<file path="config.mk">
export PLATFORM = sky130hd
export DESIGN_NAME = twreg_slave
export DESIGN_NICKNAME = d
export VERILOG_FILES = /design/src/rtl/twreg_pkg.sv /design/src/rtl/twreg_ctrl.sv /design/src/rtl/twreg_datapath.sv /design/src/rtl/twreg_slave.sv
export SDC_FILE = /design/constraint.sdc
export NUM_CORES = 1
export LEC_CHECK = 0
export BUFFER_PORTS_ARGS = -buffer_cell sky130_fd_sc_hd__buf_4
export CAP_MARGIN = 40
export CORE_MARGIN = 2
export CORE_UTILIZATION = 51
export DETAILED_ROUTE_END_ITERATION = 8
export PLACE_DENSITY = 0.84
export SYNTH_ARGS = -nofsm -noshare
export SYNTH_HDL_FRONTEND = slang
export SYNTH_SLANG_ARGS = --single-unit
export TNS_END_PERCENT = 30
</file>
<file path="constraint.sdc">
create_clock -name clk -period 2.1 [get_ports clk]
set_input_delay 0.21 -clock clk [delete_from_list [all_inputs] [get_ports clk]]
set_output_delay 0.21 -clock clk [all_outputs]
set_load 0.1 [all_outputs]
</file>
<file path="src/rtl/twreg_pkg.sv">
package twreg_pkg;

  typedef enum logic [2:0] {
    ST_IDLE,
    ST_ADDR,
    ST_PTR,
    ST_WDATA,
    ST_SACK,
    ST_RDATA,
    ST_MACK,
    ST_IGNORE
  } twState_t;

  typedef enum logic [1:0] {
    SEL_TEMP = 2'b00,
    SEL_CFG  = 2'b01,
    SEL_LOW  = 2'b10,
    SEL_HIGH = 2'b11
  } regSel_t;

  // strobes from the bus controller to the register datapath
  typedef struct packed {
    logic ptrLoad;
    logic dataWrite;
    logic lowHalf;
  } twStrobe_t;

endpackage

</file>
<file path="src/rtl/twreg_ctrl.sv">
module twreg_ctrl
  import twreg_pkg::*;
#(
  parameter int PREFIX_W = 4,
  parameter int STRAP_W = 3,
  parameter int BYTE_W = 8,
  parameter int SYNC_STAGES = 2,
  parameter logic [PREFIX_W-1:0] DEV_PREFIX = 4'b1001
) (
  input  logic               clk,
  input  logic               rstN,
  input  logic               sclIn,
  input  logic               sdaIn,
  input  logic [STRAP_W-1:0] strapAddr,
  input  logic [BYTE_W-1:0]  rdByte,
  output twStrobe_t          strobe,
  output logic [BYTE_W-1:0]  rxByte,
  output logic               sdaDriveLow
);
  localparam int CNT_W = $clog2(BYTE_W + 1);

  logic [SYNC_STAGES-1:0] sclSync, sdaSync;
  logic sclPrev, sdaPrev, sclS, sdaS;
  logic sclRise, sclFall, startCond, stopCond, byteDone, addrHit;

  twState_t state, afterAck;
  logic [CNT_W-1:0] bitCnt;
  logic [BYTE_W-1:0] rxShift, txShift;
  logic [1:0] byteCnt;
  logic nackSeen;

  always_ff @(posedge clk or negedge rstN) begin
    if (!rstN) begin
      sclSync <= '1;
      sdaSync <= '1;
      sclPrev <= 1'b1;
      sdaPrev <= 1'b1;
    end else begin
      sclSync <= {sclSync[SYNC_STAGES-2:0], sclIn};
      sdaSync <= {sdaSync[SYNC_STAGES-2:0], sdaIn};
      sclPrev <= sclS;
      sdaPrev <= sdaS;
    end
  end

  assign sclS = sclSync[SYNC_STAGES-1];
  assign sdaS = sdaSync[SYNC_STAGES-1];
  assign sclRise = sclS & ~sclPrev;
  assign sclFall = ~sclS & sclPrev;
  assign startCond = sclS & sclPrev & sdaPrev & ~sdaS;
  assign stopCond = sclS & sclPrev & ~sdaPrev & sdaS;
  assign byteDone = (bitCnt == CNT_W'(BYTE_W));
  assign addrHit = (rxShift[BYTE_W-1:1] == {DEV_PREFIX, strapAddr});

  always_ff @(posedge clk or negedge rstN) begin
    if (!rstN) begin
      state <= ST_IDLE;
      afterAck <= ST_IDLE;
      bitCnt <= '0;
      rxShift <= '0;
      txShift <= '1;
      byteCnt <= '0;
      nackSeen <= 1'b0;
    end else if (startCond) begin
      state <= ST_ADDR;
      bitCnt <= '0;
    end else if (stopCond) begin
      state <= ST_IDLE;
    end else begin
      case (state)
        ST_ADDR, ST_PTR, ST_WDATA: begin
          if (sclRise && !byteDone) begin
            rxShift <= {rxShift[BYTE_W-2:0], sdaS};
            bitCnt <= bitCnt + 1'b1;
          end else if (sclFall && byteDone) begin
            bitCnt <= '0;
            if (state == ST_ADDR) begin
              if (addrHit) begin
                state <= ST_SACK;
                afterAck <= rxShift[0] ? ST_RDATA : ST_PTR;
                byteCnt <= '0;
              end else begin
                state <= ST_IGNORE;
              end
            end else begin
              state <= ST_SACK;
              afterAck <= ST_WDATA;
              if (state == ST_WDATA && byteCnt != 2'd2) byteCnt <= byteCnt + 1'b1;
            end
          end
        end
        ST_SACK: begin
          if (sclFall) begin
            state <= afterAck;
            bitCnt <= '0;
            if (afterAck == ST_RDATA) txShift <= rdByte;
          end
        end
        ST_RDATA: begin
          if (sclRise) begin
            bitCnt <= bitCnt + 1'b1;
          end else if (sclFall) begin
            if (byteDone) begin
              state <= ST_MACK;
              byteCnt <= byteCnt + 1'b1;
            end else begin
              txShift <= {txShift[BYTE_W-2:0], 1'b1};
            end
          end
        end
        ST_MACK: begin
          if (sclRise) begin
            nackSeen <= sdaS;
          end else if (sclFall) begin
            bitCnt <= '0;
            if (nackSeen) begin
              state <= ST_IGNORE;
            end else begin
              state <= ST_RDATA;
              txShift <= rdByte;
            end
          end
        end
        default: ;
      endcase
    end
  end

  assign strobe.ptrLoad = (state == ST_PTR) && sclFall && byteDone;
  assign strobe.dataWrite = (state == ST_WDATA) && sclFall && byteDone && (byteCnt != 2'd2);
  assign strobe.lowHalf = byteCnt[0];
  assign rxByte = rxShift;
  assign sdaDriveLow = (state == ST_SACK) || ((state == ST_RDATA) && !txShift[BYTE_W-1]);

endmodule

</file>
<file path="src/rtl/twreg_datapath.sv">
module twreg_datapath
  import twreg_pkg::*;
#(
  parameter int BYTE_W = 8,
  parameter logic [2*BYTE_W-1:0] LOW_INIT = 16'h4B00,
  parameter logic [2*BYTE_W-1:0] HIGH_INIT = 16'h5000
) (
  input  logic                clk,
  input  logic                rstN,
  input  twStrobe_t           strobe,
  input  logic [BYTE_W-1:0]   rxByte,
  input  logic [2*BYTE_W-1:0] sensorValue,
  output logic [BYTE_W-1:0]   rdByte,
  output logic [BYTE_W-1:0]   cfgOut,
  output logic [2*BYTE_W-1:0] lowThresh,
  output logic [2*BYTE_W-1:0] highThresh
);
  localparam int REG_W = 2 * BYTE_W;

  regSel_t ptr;

  always_ff @(posedge clk or negedge rstN) begin
    if (!rstN) begin
      ptr <= SEL_TEMP;
      cfgOut <= '0;
      lowThresh <= LOW_INIT;
      highThresh <= HIGH_INIT;
    end else begin
      if (strobe.ptrLoad) ptr <= regSel_t'(rxByte[1:0]);
      if (strobe.dataWrite) begin
        case (ptr)
          SEL_CFG: if (!strobe.lowHalf) cfgOut <= rxByte;
          SEL_LOW:
            if (strobe.lowHalf) lowThresh[BYTE_W-1:0] <= rxByte;
            else lowThresh[REG_W-1 -: BYTE_W] <= rxByte;
          SEL_HIGH:
            if (strobe.lowHalf) highThresh[BYTE_W-1:0] <= rxByte;
            else highThresh[REG_W-1 -: BYTE_W] <= rxByte;
          default: ;
        endcase
      end
    end
  end

  function automatic logic [BYTE_W-1:0] halfOf(input logic [REG_W-1:0] v, input logic lo);
    return lo ? v[BYTE_W-1:0] : v[REG_W-1 -: BYTE_W];
  endfunction

  always_comb begin
    case (ptr)
      SEL_TEMP: rdByte = halfOf(sensorValue, strobe.lowHalf);
      SEL_CFG:  rdByte = cfgOut;
      SEL_LOW:  rdByte = halfOf(lowThresh, strobe.lowHalf);
      default:  rdByte = halfOf(highThresh, strobe.lowHalf);
    endcase
  end

endmodule

</file>
<file path="src/rtl/twreg_slave.sv">
module twreg_slave
  import twreg_pkg::*;
#(
  parameter logic [3:0] DEV_PREFIX = 4'b1001,
  parameter logic [15:0] LOW_INIT = 16'h4B00,
  parameter logic [15:0] HIGH_INIT = 16'h5000
) (
  input  logic        clk,
  input  logic        rstN,
  input  logic        sclIn,
  input  logic        sdaIn,
  output logic        sdaDriveLow,
  input  logic [2:0]  strapAddr,
  input  logic [15:0] sensorValue,
  output logic [7:0]  cfgOut,
  output logic [15:0] lowThresh,
  output logic [15:0] highThresh
);
  localparam int BYTE_W = 8;

  twStrobe_t strobe;
  logic [BYTE_W-1:0] rxByte, rdByte;

  twreg_ctrl #(
    .PREFIX_W(4), .STRAP_W(3), .BYTE_W(BYTE_W), .SYNC_STAGES(2), .DEV_PREFIX(DEV_PREFIX)
  ) uCtrl (
    .clk(clk), .rstN(rstN), .sclIn(sclIn), .sdaIn(sdaIn), .strapAddr(strapAddr),
    .rdByte(rdByte), .strobe(strobe), .rxByte(rxByte), .sdaDriveLow(sdaDriveLow)
  );

  twreg_datapath #(
    .BYTE_W(BYTE_W), .LOW_INIT(LOW_INIT), .HIGH_INIT(HIGH_INIT)
  ) uData (
    .clk(clk), .rstN(rstN), .strobe(strobe), .rxByte(rxByte), .sensorValue(sensorValue),
    .rdByte(rdByte), .cfgOut(cfgOut), .lowThresh(lowThresh), .highThresh(highThresh)
  );

endmodule

</file>
==> results of run 1 <==
flip-flops by register name, summed over array words and instances, names as in the netlist, 2 cells and up:
signal            cells
uCtrl.bitCnt          4
uData.lowThresh      16
uData.highThresh     16
uCtrl.txShift         8
uCtrl.afterAck        3
uCtrl.rxByte          8
uData.ptr             2
uCtrl.state           3
uData.cfgOut          8
uCtrl.byteCnt         2
uCtrl.sclSync         2
uCtrl.sdaSync         2
worst max path at each step:
stage | from | end | cells past startpoint
final | uCtrl.bitCnt[1] | uData.lowThresh[6] | 8
after global routing | uCtrl.bitCnt[1] | uData.lowThresh[7] | 8
after CTS | uCtrl.state[0] | uData.highThresh[13] | 6
after detailed placement | uCtrl.bitCnt[1] | uCtrl.txShift[5] | 7
after global placement | uCtrl.bitCnt[1] | uData.highThresh[13] | 8
after floorplan | uCtrl.byteCnt[0] | uData.highThresh[7] | 7
cell usage after synthesis:
| master | n | share of area [%] |
|---|---|---|
| and3b_1 | 1 | 0.23 |
| or2_2 | 1 | 0.16 |
| nand2b_1 | 2 | 0.32 |
| ha_1 | 3 | 0.97 |
| a31oi_1 | 1 | 0.16 |
| and2_1 | 1 | 0.16 |
| nor3_1 | 5 | 0.65 |
| o21ai_0 | 14 | 1.8 |
| a21o_1 | 1 | 0.19 |
| dfrtp_1 | 57 | 37 |
| nand4_4 | 1 | 0.55 |
| inv_1 | 7 | 0.68 |
| a21oi_1 | 13 | 1.7 |
| nor2_1 | 25 | 2.4 |
| a32oi_1 | 2 | 0.45 |
| nand4_1 | 3 | 0.48 |
| nor4_4 | 1 | 0.55 |
| a211o_1 | 2 | 0.45 |
| a211oi_1 | 2 | 0.39 |
| mux4_2 | 8 | 4.6 |
| nand2_1 | 22 | 2.1 |
| nand3b_1 | 4 | 0.77 |
| nand3_1 | 5 | 0.65 |
| mux2_2 | 60 | 17 |
| o211ai_1 | 4 | 0.77 |
| a311oi_1 | 1 | 0.23 |
| o22a_1 | 1 | 0.23 |
| buf_1 | 2 | 0.19 |
| nor2_2 | 2 | 0.32 |
| o21bai_1 | 1 | 0.19 |
| o22ai_1 | 2 | 0.32 |
| o2111ai_1 | 1 | 0.23 |
| nor4bb_1 | 1 | 0.26 |
| dfstp_2 | 20 | 14 |
| xnor2_1 | 4 | 0.90 |
| nor2b_1 | 2 | 0.32 |
| mux2i_1 | 17 | 4.4 |
| o2bb2ai_1 | 1 | 0.23 |
| clkbuf_1 | 9 | 0.87 |
| buf_2 | 3 | 0.39 |
| nor3b_1 | 3 | 0.58 |
| nor3_4 | 3 | 1.3 |
metrics by stage:
stage	std cells	cell area (µm²)
4_1_cts	515	4893
3_3_place_gp	496	4682
2_1_floorplan	318	3879
6_report	518	4941
3_5_place_dp	496	4682
5_1_grt	518	4941
critical path, delay by kind of cell, from the launching register on:
kind          cells  cell delay, ns
flops             1            0.42
mux               1            0.34
simple gates      4            0.78
buf+inv           2            0.23
fa+ha+maj         1            0.15
cell type report:
class	count	area [µm²]
Sequential cell	77	1953
Timing Repair Buffer	99	799.5
Fill cell	528	2351
Clock inverter	7	57.56
Clock buffer	9	123.9
Inverter	7	26.28
Multi-Input combinational cell	220	1857
Tap cell	99	123.9
power breakdown:
| group | total, mW | switching (mW) | internal, mW |
|---|---|---|---|
| clock network | 1.04 | 0.597 | 0.445 |
| registers | 1.79 | 0.168 | 1.62 |
| logic | 0.685 | 0.350 | 0.334 |
| total | 3.51 | 1.11 | 2.40 |
cell families (layout without fill, tap and decap cells):
| family | Yosys count | in the layout | share of synthesized area, % |
|---|---|---|---|
| AO/OA/AOI/OAI | 46 | 46 | 7.330 |
| XOR/XNOR | 4 | 4 | 0.9040 |
| adder cells (fa/ha/maj) | 3 | 3 | 0.9688 |
| buffers and inverters | 21 | 122 | 2.131 |
| flip-flops | 77 | 77 | 50.37 |
| multiplexers | 85 | 85 | 26.48 |
| AND/OR/NAND/NOR | 82 | 82 | 11.82 |
layer usage:
layer	routed length, µm	vias to the layer above
met5	0	-
met4	141	0
met3	584	15
met2	4751	112
met1	4128	1509
li1	-	1354
timing repair:
| action | in CTS | in global routing |
|---|---|---|
| pin swaps | 2 | 1 |
| hold buffers | 3 | 0 |
| endpoints found under the hold margin | 39 | 0 |
| setup buffers | 0 | 3 |
| resized for setup | 0 | 6 |
| setup endpoints to repair | 7 | 37 |
==> metrics, run 1 <==
DIE WIDTH=between 90 and 100 µm; Post-Route WL=9605 µm; number of buffers on the longest clock path=2; CTS tree=built; Yosys cell types=42; Synth Register Bits=77; Tcrit/Tclk final=between 90% and 100%; DRC Markers=0; Sink Count=77; minimum clock period=around 2.0 ns; GR Util All Layers=24.84%; Clk Latency, worst-skew pair=0.35 ns; share of cells above drive strength 1=between 50% and 60%; setup ws final=around 0.07 ns; Initial Utilization=53.14%; Crit. End Element=flop; post-DR wirelength/cell=approximately 19 µm; Iter 0 DRT Violations=around 250; met1 Use GR=~34%; worst path arrival time=about 2.3 ns; RD Place Congestion=0.9885; Fin Hold WS=approximately 0.36 ns; commonest non-fill, non-tap cell in the layout=buf_4; Worst R2R Path Depth=8; total grt overflow=0; Fin Setup TNS=0 ns; final core utilization=~68%; most frequent CP cell=nor3_4; Cells after Synth=between 300 and 400; worst r2r src=uCtrl.bitCnt[1]; Final Skew=0.01210 ns; maximum achievable frequency=roughly 0.5 GHz; post-DP HPWL=just under 7000 µm; die area=~8300 µm²; met3 Use GR=~5.6%; Req. time, crit path=about 2.3 ns; Synth Warn #=0; Leak=between 2 and 2.5 nW; post-detailed-route count of antenna-violating nets=0; layout overhead on the synthesized area=27.51%; number of global-route vias before repair=approximately 3,000; Synthesized Nets=344; RSZ-0062 raised after global routing=yes; Critical Path Max Stage Delay=0.42 ns; slowest stage cell, crit path=dfrtp_1; worst hold path type=flop to flop; H-tree levels=3; Ant. Diodes=0; crit path launch type=flop; DR vias/cell=5.772; root buf cell=clkbuf_8; Post-Place Worst Slack=-0.0003666 ns; Hold Path Sink=uCtrl.sdaSync[1]; setup slack, reg-to-reg=between 0.07 and 0.08 ns; Worst Hold Depth=0; Boundary Pins=64; Hold Vio Cnt, Final=0; initial antenna violation count=0; Final Max Tran Viols=0; TritonCTS buffer count=9; Rel. slew slack=59.41%; busiest layer in global routing=met2; Core Box Area=between 7000 and 8000 µm²; Max-cap violations=0; Layout Nets=440; Syn Std Cell Area=around 3900 µm²; Site Rows=31; PwrDens=between 700 and 800 nW/µm²; peak supply drop=a little under 500 µV; via count=roughly 3,000; run status=completed; largest net degree at the start of global routing=50; worst flop-to-flop path endpoint=uData.lowThresh[6]; final setup fails=0; leading cell types in the layout, fill and taps excluded=buf_4, mux2_2, dfrtp_1, nor2_1, nand2_1; clock-pin slew on the worst setup and hold paths=~0.09 ns; Worst Setup Path Type=flop to flop; global-route wire length before repair=approximately 16,000 µm; min-delay src=uCtrl.sdaSync[0]; Port Buf Inserts=63; Power Total=between 3 and 4 mW; mean post-synth cell area=12.19 µm²; met2 usage=between 30% and 40%; CP Max Fanout=5; Worst-Margin Slew=0.6088 ns; CP Cell Sequence=inv_1, ha_1, nand3b_1, nor3_4, nand4_4, nor3_4, buf_6, mux2_2; register area share after synthesis=between 50% and 60%; Die Height=just over 90 µm; DRT Pass-1 Iters=4
Note: power is estimated with default switching activity, not from simulation.
==> run 2: changes to the inputs <==
- PLACE_DENSITY: 0.84 -> 0.76
- RECOVER_POWER: unset -> 50
==> metrics, run 2 (synthesis results as in run 1) <==
run status=completed; Post-Route WL=9125 µm (-5.0%); Max-cap violations=0 (unchanged); Boundary Pins=64 (unchanged); Layout Nets=442 (+0.45%); peak supply drop=475.5 µV (-3.0%); post-detailed-route count of antenna-violating nets=0 (unchanged); largest net degree at the start of global routing=42 (-16%); worst path arrival time=2.26 ns (about the same); DRT Pass-1 Iters=4 (unchanged); layout overhead on the synthesized area=25.99%; Sink Count=77 (unchanged); H-tree levels=3 (unchanged); clock-pin slew on the worst setup and hold paths=0.08 ns (about the same); setup ws final=0.07597 ns (+0.004926 ns); CTS tree=built; Final Max Tran Viols=0 (unchanged); post-route cell area=4882 µm² (-1.2%); Worst Setup Path Type=flop to flop; Final Skew=0.007032 ns (-0.005068 ns); # fillers=570 (+8.0%); Critical Path Max Stage Delay=0.42 ns (about the same); PwrDens=731.0 nW/µm² (+2.8%); DR vias/cell=5.623 (-2.6%); global-route wire length before repair=15,150 µm (-5.7%); Top Registers=uData.highThresh: 16 flops, uData.lowThresh: 16 flops; Leak=2.252 nW (-0.58%); Clk Latency, worst-skew pair=0.35 ns (about the same); Rel. slew slack=40.30% (-19 points); Hold Vio Cnt, Final=0 (unchanged); commonest non-fill, non-tap cell in the layout=buf_4; share of cells above drive strength 1=49.64% (-0.71 points); final core utilization=66.95% (-0.81 points); via count=2,924 (-2.2%); post-DR wirelength/cell=17.55 µm (-5.4%); crit path launch type=flop; Worst-Margin Slew=0.8956 ns (+0.2868 ns); most frequent CP cell=nor3_4; number of global-route vias before repair=2,968 (-3.6%); Ant. Diodes=0 (unchanged); leading cell types in the layout, fill and taps excluded=buf_4, mux2_2, dfrtp_1, nor2_1, nand2_1; maximum achievable frequency=0.4941 GHz (+0.24%); Req. time, crit path=2.34 ns (about the same); Tcrit/Tclk final=96.38% (-0.23 points); TritonCTS buffer count=9 (unchanged); Iter 0 DRT Violations=156 (-38%); Core Box Area=7292 µm² (unchanged); minimum clock period=2.024 ns (-0.004926 ns); die area=8311 µm² (unchanged); root buf cell=clkbuf_8; post-DP HPWL=6689 µm (-2.8%); CP Cell Sequence=inv_1, ha_1, nand3b_1, nor3_4, nand4_4, nor3_4, buf_4, mux2_2; placement-stage cell area=4679 µm² (about the same); total grt overflow=0 (unchanged); Crit. End Element=flop; Die Height=91.17 µm (unchanged); initial antenna violation count=0 (unchanged); number of buffers on the longest clock path=2 (unchanged); Post-Place Worst Slack=0.01030 ns (+0.01067 ns); Site Rows=31 (unchanged); RSZ-0062 raised after global routing=yes; CP Max Fanout=5 (unchanged); GR Util All Layers=23.50% (-1.3 points); Initial Utilization=53.14% (unchanged); Port Buf Inserts=63 (unchanged); DRC Markers=0 (unchanged); slowest stage cell, crit path=dfrtp_1; final setup fails=0 (unchanged); DIE WIDTH=91.17 µm (unchanged); RD Place Congestion=0.8982 (-9.1%); worst hold path type=flop to flop
-- run 2: final timing paths --
check,endpoint,depth (start not counted),slack (ns),startpoint
hold reg to reg,uCtrl.sdaSync[1],0,0.36,uCtrl.sdaSync[0]
max in group asynchronous,uData.highThresh[12],3,0.45,rstN
setup / recovery,uData.lowThresh[3],8,0.08,uCtrl.bitCnt[1]
min in group asynchronous,uCtrl.rxByte[0],2,0.52,rstN
setup reg to reg,uData.lowThresh[3],8,0.08,uCtrl.bitCnt[1]
hold / removal,uCtrl.sdaSync[1],0,0.36,uCtrl.sdaSync[0]
-- run 2: stage by stage --
step,hold slack (ns),power (mW),TNS (ns),std cells
3_5_place_dp,0.2056,2.457,0,499
2_1_floorplan,-0.08559,2.139,-1.665,318
5_1_grt,0.3709,3.749,-0.04151,520
6_report,0.3637,3.569,0,520
4_1_cts,0.3593,3.583,0,518
3_3_place_gp,0.2042,2.432,0,499
-- run 2: worst max-delay path, delay by kind of cell, from the launching register on --
kind                       cells  cell delay, ns
and+or+nand+nor                4            0.75
DFF                            1            0.42
muxes                          1            0.34
buffers and inverters          2            0.25
adders and majority gates      1            0.15
-- run 2: cell type report --
cell class / count / area [µm²] / area share [%]
clock buffer: 11 / 141.4 / 2.896
clock inverter: 5 / 58.81 / 1.205
inverter: 7 / 26.28 / 0.5382
multi-input combinational: 220 / 1844 / 37.78
sequential: 77 / 1953 / 40.01
tap: 99 / 123.9 / 2.537
timing repair buffer: 101 / 734.5 / 15.04
-- run 2: power by group --
part / leakage [nW] / switching [mW] / internal, mW
combinational: 1.18 / 0.340 / 0.328
sequential: 0.975 / 0.154 / 1.62
clock: 0.0959 / 0.545 / 0.584
total: 2.25 / 1.04 / 2.53
-- run 2: layer usage --
layer	track usage [%]	routed length, µm	vias up
met5	0	0	-
met4	8.838	114	0
met3	4.813	416	11
met2	36.85	4410	85
met1	32.46	4183	1471
li1	-	-	1357
-- run 2: timing repair --
item,in CTS,in global routing
hold buffers,3,0
setup endpoints to repair,4,38
gates resized for setup,0,2
pin swaps,1,3
setup buffers,0,2
hold endpoints to repair,24,0
